## src/rtl/flash_seq_pkg.sv

```systemverilog
package flash_seq_pkg;

    localparam logic [7:0] CODE_PROG_ARM  = 8'hA0;
    localparam logic [7:0] CODE_ERASE_ARM = 8'h80;
    localparam logic [7:0] CODE_ERASE_GO  = 8'h30;

    typedef enum logic [1:0] {
        CMD_IDLE,
        CMD_PROG_ARMED,
        CMD_ERASE_ARMED
    } cmd_state_t;

    typedef enum logic [3:0] {
        ALG_IDLE,
        ALG_PROG_PULSE,
        ALG_PROG_CHECK,
        ALG_PRE_SCAN,
        ALG_PRE_PULSE,
        ALG_PRE_CHECK,
        ALG_ERASE_PULSE,
        ALG_ERASE_CHECK,
        ALG_STUCK
    } alg_state_t;

    // Status byte shown on reads while an algorithm runs
    function automatic logic [7:0] status_byte(input logic data_b7,
                                               input logic toggle,
                                               input logic expired);
        return {~data_b7, toggle, expired, 5'b00000};
    endfunction

    function automatic logic is_erase_state(input alg_state_t s);
        return (s == ALG_PRE_SCAN) || (s == ALG_PRE_PULSE) || (s == ALG_PRE_CHECK) ||
               (s == ALG_ERASE_PULSE) || (s == ALG_ERASE_CHECK);
    endfunction

endpackage

```

## src/rtl/flash_cmd_decode.sv

```systemverilog
module flash_cmd_decode
    import flash_seq_pkg::*;
(
    input  logic       clk,
    input  logic       rst,
    input  logic       hard_rst_n,
    input  logic       vcc_low,
    input  logic       busy,
    input  logic       wr_stb,
    input  logic [7:0] cmd_byte,
    output logic       start_prog,
    output logic       start_erase
);

    cmd_state_t state_q, state_d;
    logic       take;

    assign take = wr_stb && !busy && !vcc_low && hard_rst_n;

    always_comb begin
        state_d     = state_q;
        start_prog  = 1'b0;
        start_erase = 1'b0;
        if (take) begin
            unique case (state_q)
                CMD_IDLE: begin
                    if (cmd_byte == CODE_PROG_ARM)
                        state_d = CMD_PROG_ARMED;
                    else if (cmd_byte == CODE_ERASE_ARM)
                        state_d = CMD_ERASE_ARMED;
                end
                CMD_PROG_ARMED: begin
                    start_prog = 1'b1;
                    state_d    = CMD_IDLE;
                end
                CMD_ERASE_ARMED: begin
                    start_erase = (cmd_byte == CODE_ERASE_GO);
                    state_d     = CMD_IDLE;
                end
                default: state_d = CMD_IDLE;
            endcase
        end
    end

    always_ff @(posedge clk) begin
        if (rst || !hard_rst_n)
            state_q <= CMD_IDLE;
        else
            state_q <= state_d;
    end

endmodule

```

## src/rtl/flash_algo.sv

```systemverilog
module flash_algo
    import flash_seq_pkg::*;
#(
    parameter int ADDR_W     = 16,
    parameter int DATA_W     = 16,
    parameter int SECT_W     = 4,
    parameter int PULSE_CYC  = 8,
    parameter int MAX_PULSES = 25
) (
    input  logic              clk,
    input  logic              rst,
    input  logic              hard_rst_n,
    input  logic              start_prog,
    input  logic              start_erase,
    input  logic [ADDR_W-1:0] req_addr,
    input  logic [DATA_W-1:0] req_data,
    input  logic [DATA_W-1:0] rdata,
    output logic              busy,
    output logic              expired,
    output logic              data_b7,
    output logic [ADDR_W-1:0] op_addr,
    output logic [DATA_W-1:0] op_wdata,
    output logic              pgm_stb,
    output logic              ers_stb,
    output logic [SECT_W-1:0] op_sector
);

    localparam int WORD_W = ADDR_W - SECT_W;
    localparam int TMR_W  = (PULSE_CYC > 1) ? $clog2(PULSE_CYC) : 1;
    localparam int CNT_W  = $clog2(MAX_PULSES + 1);
    localparam logic [TMR_W-1:0]  TMR_LAST  = TMR_W'(PULSE_CYC - 1);
    localparam logic [CNT_W-1:0]  CNT_LIMIT = CNT_W'(MAX_PULSES);
    localparam logic [WORD_W-1:0] IDX_LAST  = '1;

    alg_state_t        st_q;
    logic [ADDR_W-1:0] tgt_addr_q;
    logic [DATA_W-1:0] tgt_data_q;
    logic [SECT_W-1:0] sect_q;
    logic [WORD_W-1:0] idx_q;
    logic [TMR_W-1:0]  tmr_q;
    logic [CNT_W-1:0]  cnt_q;
    logic              exp_q;
    logic              spent;

    assign spent = (cnt_q == CNT_LIMIT);

    always_ff @(posedge clk) begin
        if (rst || !hard_rst_n) begin
            st_q       <= ALG_IDLE;
            tgt_addr_q <= '0;
            tgt_data_q <= '0;
            sect_q     <= '0;
            idx_q      <= '0;
            tmr_q      <= '0;
            cnt_q      <= '0;
            exp_q      <= 1'b0;
        end else begin
            unique case (st_q)
                ALG_IDLE: begin
                    tmr_q <= '0;
                    cnt_q <= '0;
                    idx_q <= '0;
                    if (start_prog) begin
                        tgt_addr_q <= req_addr;
                        tgt_data_q <= req_data;
                        st_q       <= ALG_PROG_PULSE;
                    end else if (start_erase) begin
                        sect_q     <= req_addr[ADDR_W-1 -: SECT_W];
                        tgt_data_q <= '1;
                        st_q       <= ALG_PRE_SCAN;
                    end
                end
                ALG_PROG_PULSE, ALG_PRE_PULSE, ALG_ERASE_PULSE: begin
                    if (tmr_q == TMR_LAST) begin
                        tmr_q <= '0;
                        cnt_q <= cnt_q + 1'b1;
                        st_q  <= (st_q == ALG_PROG_PULSE) ? ALG_PROG_CHECK :
                                 (st_q == ALG_PRE_PULSE)  ? ALG_PRE_CHECK  : ALG_ERASE_CHECK;
                    end else begin
                        tmr_q <= tmr_q + 1'b1;
                    end
                end
                ALG_PROG_CHECK: begin
                    if (rdata == tgt_data_q) begin
                        st_q <= ALG_IDLE;
                    end else if (spent) begin
                        st_q  <= ALG_STUCK;
                        exp_q <= 1'b1;
                    end else begin
                        st_q <= ALG_PROG_PULSE;
                    end
                end
                ALG_PRE_SCAN, ALG_PRE_CHECK: begin
                    if (rdata == '0) begin
                        cnt_q <= '0;
                        if (idx_q == IDX_LAST) begin
                            idx_q <= '0;
                            st_q  <= ALG_ERASE_PULSE;
                        end else begin
                            idx_q <= idx_q + 1'b1;
                            st_q  <= ALG_PRE_SCAN;
                        end
                    end else if (st_q == ALG_PRE_CHECK && spent) begin
                        st_q  <= ALG_STUCK;
                        exp_q <= 1'b1;
                    end else begin
                        st_q <= ALG_PRE_PULSE;
                    end
                end
                ALG_ERASE_CHECK: begin
                    if (rdata == '1) begin
                        if (idx_q == IDX_LAST)
                            st_q <= ALG_IDLE;
                        else
                            idx_q <= idx_q + 1'b1;
                    end else if (spent) begin
                        st_q  <= ALG_STUCK;
                        exp_q <= 1'b1;
                    end else begin
                        st_q <= ALG_ERASE_PULSE;
                    end
                end
                ALG_STUCK: st_q <= ALG_STUCK;
                default:   st_q <= ALG_IDLE;
            endcase
        end
    end

    assign busy      = (st_q != ALG_IDLE);
    assign expired   = exp_q;
    assign data_b7   = tgt_data_q[7];
    assign op_addr   = is_erase_state(st_q) ? {sect_q, idx_q} : tgt_addr_q;
    assign op_wdata  = is_erase_state(st_q) ? '0 : tgt_data_q;
    assign pgm_stb   = (st_q == ALG_PROG_PULSE) || (st_q == ALG_PRE_PULSE);
    assign ers_stb   = (st_q == ALG_ERASE_PULSE);
    assign op_sector = sect_q;

endmodule

```

## src/rtl/flash_status.sv

```systemverilog
module flash_status
    import flash_seq_pkg::*;
#(
    parameter int DATA_W = 16
) (
    input  logic              clk,
    input  logic              rst,
    input  logic              hard_rst_n,
    input  logic              busy,
    input  logic              expired,
    input  logic              data_b7,
    input  logic              rd_act,
    input  logic              rd_stb,
    input  logic [DATA_W-1:0] rdata,
    output logic [DATA_W-1:0] dout
);

    logic tog_q;

    always_ff @(posedge clk) begin
        if (rst || !hard_rst_n)
            tog_q <= 1'b0;
        else if (rd_stb && busy)
            tog_q <= ~tog_q;
    end

    always_comb begin
        dout = '0;
        if (rd_act) begin
            if (busy)
                dout[7:0] = status_byte(data_b7, tog_q, expired);
            else
                dout = rdata;
        end
    end

endmodule

```

## src/rtl/flash_seq_ctrl.sv

```systemverilog
module flash_seq_ctrl
    import flash_seq_pkg::*;
#(
    parameter int ADDR_W     = 16,
    parameter int DATA_W     = 16,
    parameter int SECT_W     = 4,
    parameter int PULSE_CYC  = 8,
    parameter int MAX_PULSES = 25
) (
    input  logic              clk,
    input  logic              rst,
    input  logic              hard_rst_n,
    input  logic              vcc_low,
    input  logic              ce_n,
    input  logic              we_n,
    input  logic              oe_n,
    input  logic [ADDR_W-1:0] addr,
    input  logic [DATA_W-1:0] din,
    output logic [DATA_W-1:0] dout,
    output logic              ry_by,
    output logic [ADDR_W-1:0] arr_addr,
    output logic [DATA_W-1:0] arr_wdata,
    output logic              arr_pgm,
    output logic              arr_ers,
    output logic [SECT_W-1:0] arr_sector,
    input  logic [DATA_W-1:0] arr_rdata
);

    logic              wr_act, rd_act, wr_q, rd_q, wr_stb, rd_stb;
    logic              busy_w, tmo_w, b7_w, start_prog, start_erase;
    logic [ADDR_W-1:0] op_addr;

    assign wr_act = !ce_n && !we_n;
    assign rd_act = !ce_n && !oe_n;

    always_ff @(posedge clk) begin
        if (rst) begin
            wr_q <= 1'b0;
            rd_q <= 1'b0;
        end else begin
            wr_q <= wr_act;
            rd_q <= rd_act;
        end
    end

    assign wr_stb = wr_act && !wr_q;
    assign rd_stb = rd_act && !rd_q;

    flash_cmd_decode u_cmd (
        .clk        (clk),
        .rst        (rst),
        .hard_rst_n (hard_rst_n),
        .vcc_low    (vcc_low),
        .busy       (busy_w),
        .wr_stb     (wr_stb),
        .cmd_byte   (din[7:0]),
        .start_prog (start_prog),
        .start_erase(start_erase)
    );

    flash_algo #(
        .ADDR_W    (ADDR_W),
        .DATA_W    (DATA_W),
        .SECT_W    (SECT_W),
        .PULSE_CYC (PULSE_CYC),
        .MAX_PULSES(MAX_PULSES)
    ) u_algo (
        .clk        (clk),
        .rst        (rst),
        .hard_rst_n (hard_rst_n),
        .start_prog (start_prog),
        .start_erase(start_erase),
        .req_addr   (addr),
        .req_data   (din),
        .rdata      (arr_rdata),
        .busy       (busy_w),
        .expired    (tmo_w),
        .data_b7    (b7_w),
        .op_addr    (op_addr),
        .op_wdata   (arr_wdata),
        .pgm_stb    (arr_pgm),
        .ers_stb    (arr_ers),
        .op_sector  (arr_sector)
    );

    flash_status #(.DATA_W(DATA_W)) u_stat (
        .clk       (clk),
        .rst       (rst),
        .hard_rst_n(hard_rst_n),
        .busy      (busy_w),
        .expired   (tmo_w),
        .data_b7   (b7_w),
        .rd_act    (rd_act),
        .rd_stb    (rd_stb),
        .rdata     (arr_rdata),
        .dout      (dout)
    );

    assign arr_addr = busy_w ? op_addr : addr;
    assign ry_by    = !busy_w;

endmodule

```

## config.mk

```make
export PLATFORM = sky130hd
export DESIGN_NAME = flash_seq_ctrl
export DESIGN_NICKNAME = d
export VERILOG_FILES = /design/src/rtl/flash_seq_pkg.sv /design/src/rtl/flash_cmd_decode.sv /design/src/rtl/flash_algo.sv /design/src/rtl/flash_status.sv /design/src/rtl/flash_seq_ctrl.sv
export SDC_FILE = /design/constraint.sdc
export NUM_CORES = 1
export LEC_CHECK = 0
export ABC_AREA = 0
export CAP_MARGIN = 20
export CORE_MARGIN = 1
export CORE_UTILIZATION = 40
export CTS_CLUSTER_DIAMETER = 30
export DETAILED_ROUTE_END_ITERATION = 8
export PLACE_DENSITY = 0.71
export SLEW_MARGIN = 10
export SYNTH_ARGS = -nofsm -noshare
export SYNTH_HDL_FRONTEND = slang
export SYNTH_SLANG_ARGS = --single-unit
```

## constraint.sdc

```tcl
create_clock -name clk -period 3.1 [get_ports clk]
set_input_delay 0.93 -clock clk [delete_from_list [all_inputs] [get_ports clk]]
set_output_delay 0.93 -clock clk [all_outputs]
set_load 0.03 [all_outputs]
```

==> results.py <==
metrics = {
    "status": {
        "status": "finished, final reports clean",
    },
    "finish": {
        "final_area_sq_um": 5510,
        "fillers": 933,
        "area_growth_pct": 38.45,
        "nets": 666,
        "drive_gt1_frac": 0.1997,
        "antenna_cells": 0,
        "final_cell_count_no_fill": 744,
    },
    "yosys": {
        "async_reset_ff_frac": 0,
        "syn_avg_cell_area_sq_um": 8.173,
        "synth_ff_type": "dfxtp_1",
        "synthCells": 487,
        "syn_nets": 547,
        "yosys_warnings": 0,
        "yosysUniqueCellTypes": 61,
        "ys_ff_latch": 66,
        "synth_edf_count": 0,
        "mappedNetlistArea_sq_um": 3980,
        "seq_area_frac_synth": 0.3320,
    },
    "timing": {
        "fin_crit_ns": 3.013,
        "rsz0062_at_grt": "no",
        "hold_viol_final": 0,
        "slew_headroom": 0.5501,
        "clock.fmax_mhz": 331.8,
        "setup_tns_ns": 0,
        "whs_ns": 0.4568,
        "drv_slew": 0,
        "setup_viol": 0,
        "min_period_over_period": 0.9721,
        "skew_ns": 0.01160,
        "worst_slew_pin_slew_ns": 0.6686,
    },
    "critical_path": {
        "ff2ff_path_depth": 6,
        "crit_end": "dout[7]",
        "arrival_ns": 2.08,
        "start_kind": "primary input",
        "r2r-start": "u_algo.idx_q[1]",
        "cp-startpoint": "arr_rdata[7]",
        "required_ns": 2.17,
        "critPathKind": "in2out",
        "endpoint_kind": "output port",
        "regToRegEndpoint": "u_algo.idx_q[5]",
        "r2r_slack_ns": 0.73,
        "crit_fanout": 3,
    },
    "drt": {
        "drt_iter0_markers": 217,
        "drtAntennaViolNets": 0,
        "drc": 0,
        "vias_per_cell": 5.539,
        "vias": 4121,
        "drtPass1Iterations": 6,
        "routed_wl_um": 11860,
        "post_drt_wl_per_cell_um": 15.94,
    },
    "power_and_ir_drop": {
        "vdd_drop_max_mv": 0.2229,
        "power_density_nw_per_um2": 333.3,
        "p_leak_nw": 2.037,
    },
    "placed_design": {
        "gp_congestion": 0.8755,
        "placed_cells": 725,
        "dpl_cell_area_sq_um": 5250,
        "io_buffers": 109,
        "dpl.hpwl_um": 8669,
    },
    "global_routing": {
        "grt_pass1_vias": 3812,
        "grtUsageTotal": 0.2294,
        "grt-ovfl-total": 0,
        "grt_pass1_wl_um": 18650,
        "grt_max_degree": 35,
        "antenna_found_initial": 0,
    },
    "clock_network": {
        "cts_sinks": 66,
        "cts_tree": "yes",
        "clock_tree.root_cell": "clkbuf_8",
        "insertion_delay_ns": 0.35,
        "path_clk_slew_ns": 0.08,
        "cts-buffers-inserted": 9,
        "htreeDepth": 3,
        "clock_path_buffers": 2,
    },
    "hold_path": {
        "min_path_type": "reg2reg",
    },
    "floorplan": {
        "io_pins": 110,
        "core_sq_um": 9729,
        "die_y_um": 101.8,
        "die_x_um": 101.8,
        "die-area_sq_um": 10350,
        "rows": 36,
        "initial_utilization": 0.4091,
    },
    "run": {
        "cap_violations": 0,
    },
}
## critical path, cell delays in order
cell and delay [ns]:
clkdlybuf4s50_1 0.52, buf_4 0.14, nor2_1 0.05, a211oi_2 0.24, buf_4 0.20
## layout make-up
class                      instances  area [sq um]  area share
multi-input combinational        381          2506      0.4548
clock buffer                       9         123.9     0.02248
tap                              133         166.4     0.03020
sequential                        66          1323      0.2400
clock inverter                     7         76.32     0.01385
inverter                           7         28.78    0.005223
timing repair buffer             141          1286      0.2334
## Yosys cell counts, drive strengths merged, types with 3 or more instances
cell / instances / area [sq um]
or3: 9 / 61.31
nand3: 10 / 67.57
buf: 16 / 86.33
inv: 7 / 26.27
mux2i: 26 / 260.3
or4: 9 / 71.32
o31ai: 7 / 52.55
a31oi: 5 / 31.28
ha: 5 / 62.56
nor4: 14 / 115.1
a21oi: 40 / 211.5
nor3b: 3 / 33.78
o21ai: 32 / 160.1
clkbuf: 17 / 63.81
nand2b: 4 / 25.02
nor2b: 21 / 131.4
nand4: 11 / 68.82
xor2: 17 / 148.9
nor2: 24 / 100.1
dfxtp: 66 / 1321
nor3: 6 / 30.03
and2: 15 / 93.84
o221a: 17 / 191.4
nand2: 76 / 285.3
## layer usage
layer  up-vias  routed length, um  global-route usage
li1       2030                  -                   -
met1      1955               5322              0.2965
met2       126               5821              0.3935
met3        10                587             0.03244
met4         0                124             0.07135
met5         -                  0                   0
## power breakdown
part           internal, W  total, W  switching (W)
Combinational     0.000116  0.000233       0.000118
Clock             0.000377  0.000755       0.000378
Sequential        0.000848  0.000848    0.000000406
Total              0.00134   0.00184       0.000496
## stage by stage
stage          worst slack [ns]    util  total power [W]
2_1_floorplan           0.07766       -        0.0009530
3_3_place_gp            -0.1770  0.5396         0.001093
3_5_place_dp            -0.2061  0.5396         0.001095
4_1_cts                0.004316  0.5638         0.001846
5_1_grt                 0.04006  0.5664         0.001904
6_report                0.08657  0.5664         0.001837
## how the worst min path moves through the flow
stage	from	end	slack (ns)	depth (start not counted)
after global placement	u_algo.tgt_addr_q[2]	u_algo.tgt_addr_q[2]	0.44	2
after global routing	u_algo.tgt_addr_q[15]	u_algo.tgt_addr_q[15]	0.47	2
after CTS	u_algo.tgt_addr_q[11]	u_algo.tgt_addr_q[11]	0.46	2
final	u_algo.tgt_addr_q[11]	u_algo.tgt_addr_q[11]	0.46	2
after detailed placement	u_algo.tgt_addr_q[8]	u_algo.tgt_addr_q[8]	0.45	2
after floorplan	u_algo.expired	u_algo.expired	0.42	2
## timing repair
action,4_1_cts,5_1_grt
buffers inserted,0,2
hold endpoints to repair,0,0
setup endpoints to repair,17,32
gates resized for setup,11,4
cloned,1,0
pin swaps,3,3
hold buffers,0,0
## sequential cells by signal, summed over array words and instances, names as in the netlist
register,flops
u_algo.st_q,4
u_algo.expired,1
u_algo.idx_q,12
wr_q,1
u_stat.tog_q,1
u_algo.op_sector,4
rd_q,1
u_algo.tgt_data_q,16
u_algo.tmr_q,3
u_cmd.state_q,2
u_algo.cnt_q,5
u_algo.tgt_addr_q,16
## kinds of logic (layout without fill, tap and decap cells)
logic type / Yosys count / in the layout / share of synthesized area
flip-flops: 66 / 66 / 0.3320
adder cells (fa/ha/maj): 5 / 5 / 0.01572
AO/OA/AOI/OAI: 120 / 120 / 0.2103
XOR/XNOR: 19 / 19 / 0.04181
multiplexers: 26 / 26 / 0.06539
AND/OR/NAND/NOR: 211 / 211 / 0.2905
buffers and inverters: 40 / 164 / 0.04432
## layout by cell type, fill, tap and decap left out, drive strengths merged, types with 2 or more instances in the layout
cell type       n
xor2           17
nor2           24
clkinv          2
o21ai          32
clkbuf          9
dfxtp          66
nand3          10
a31o            2
or3             9
inv             9
o32a            2
clkdlybuf4s50  74
nand2b          4
xnor2           2
buf            65
nor2b          21
nor3            6
mux2i          26
nor3b           3
o221a          17
nand2          76
a211oi          2
o221ai          2
a21oi          40
nor4           14
a31oi           5
ha              5
a41oi           2
o31ai           7
or2             2
clkinvlp        2
or4             9
nand4          11
and4b           2
and2           15
(Power assumes the default switching activity.)
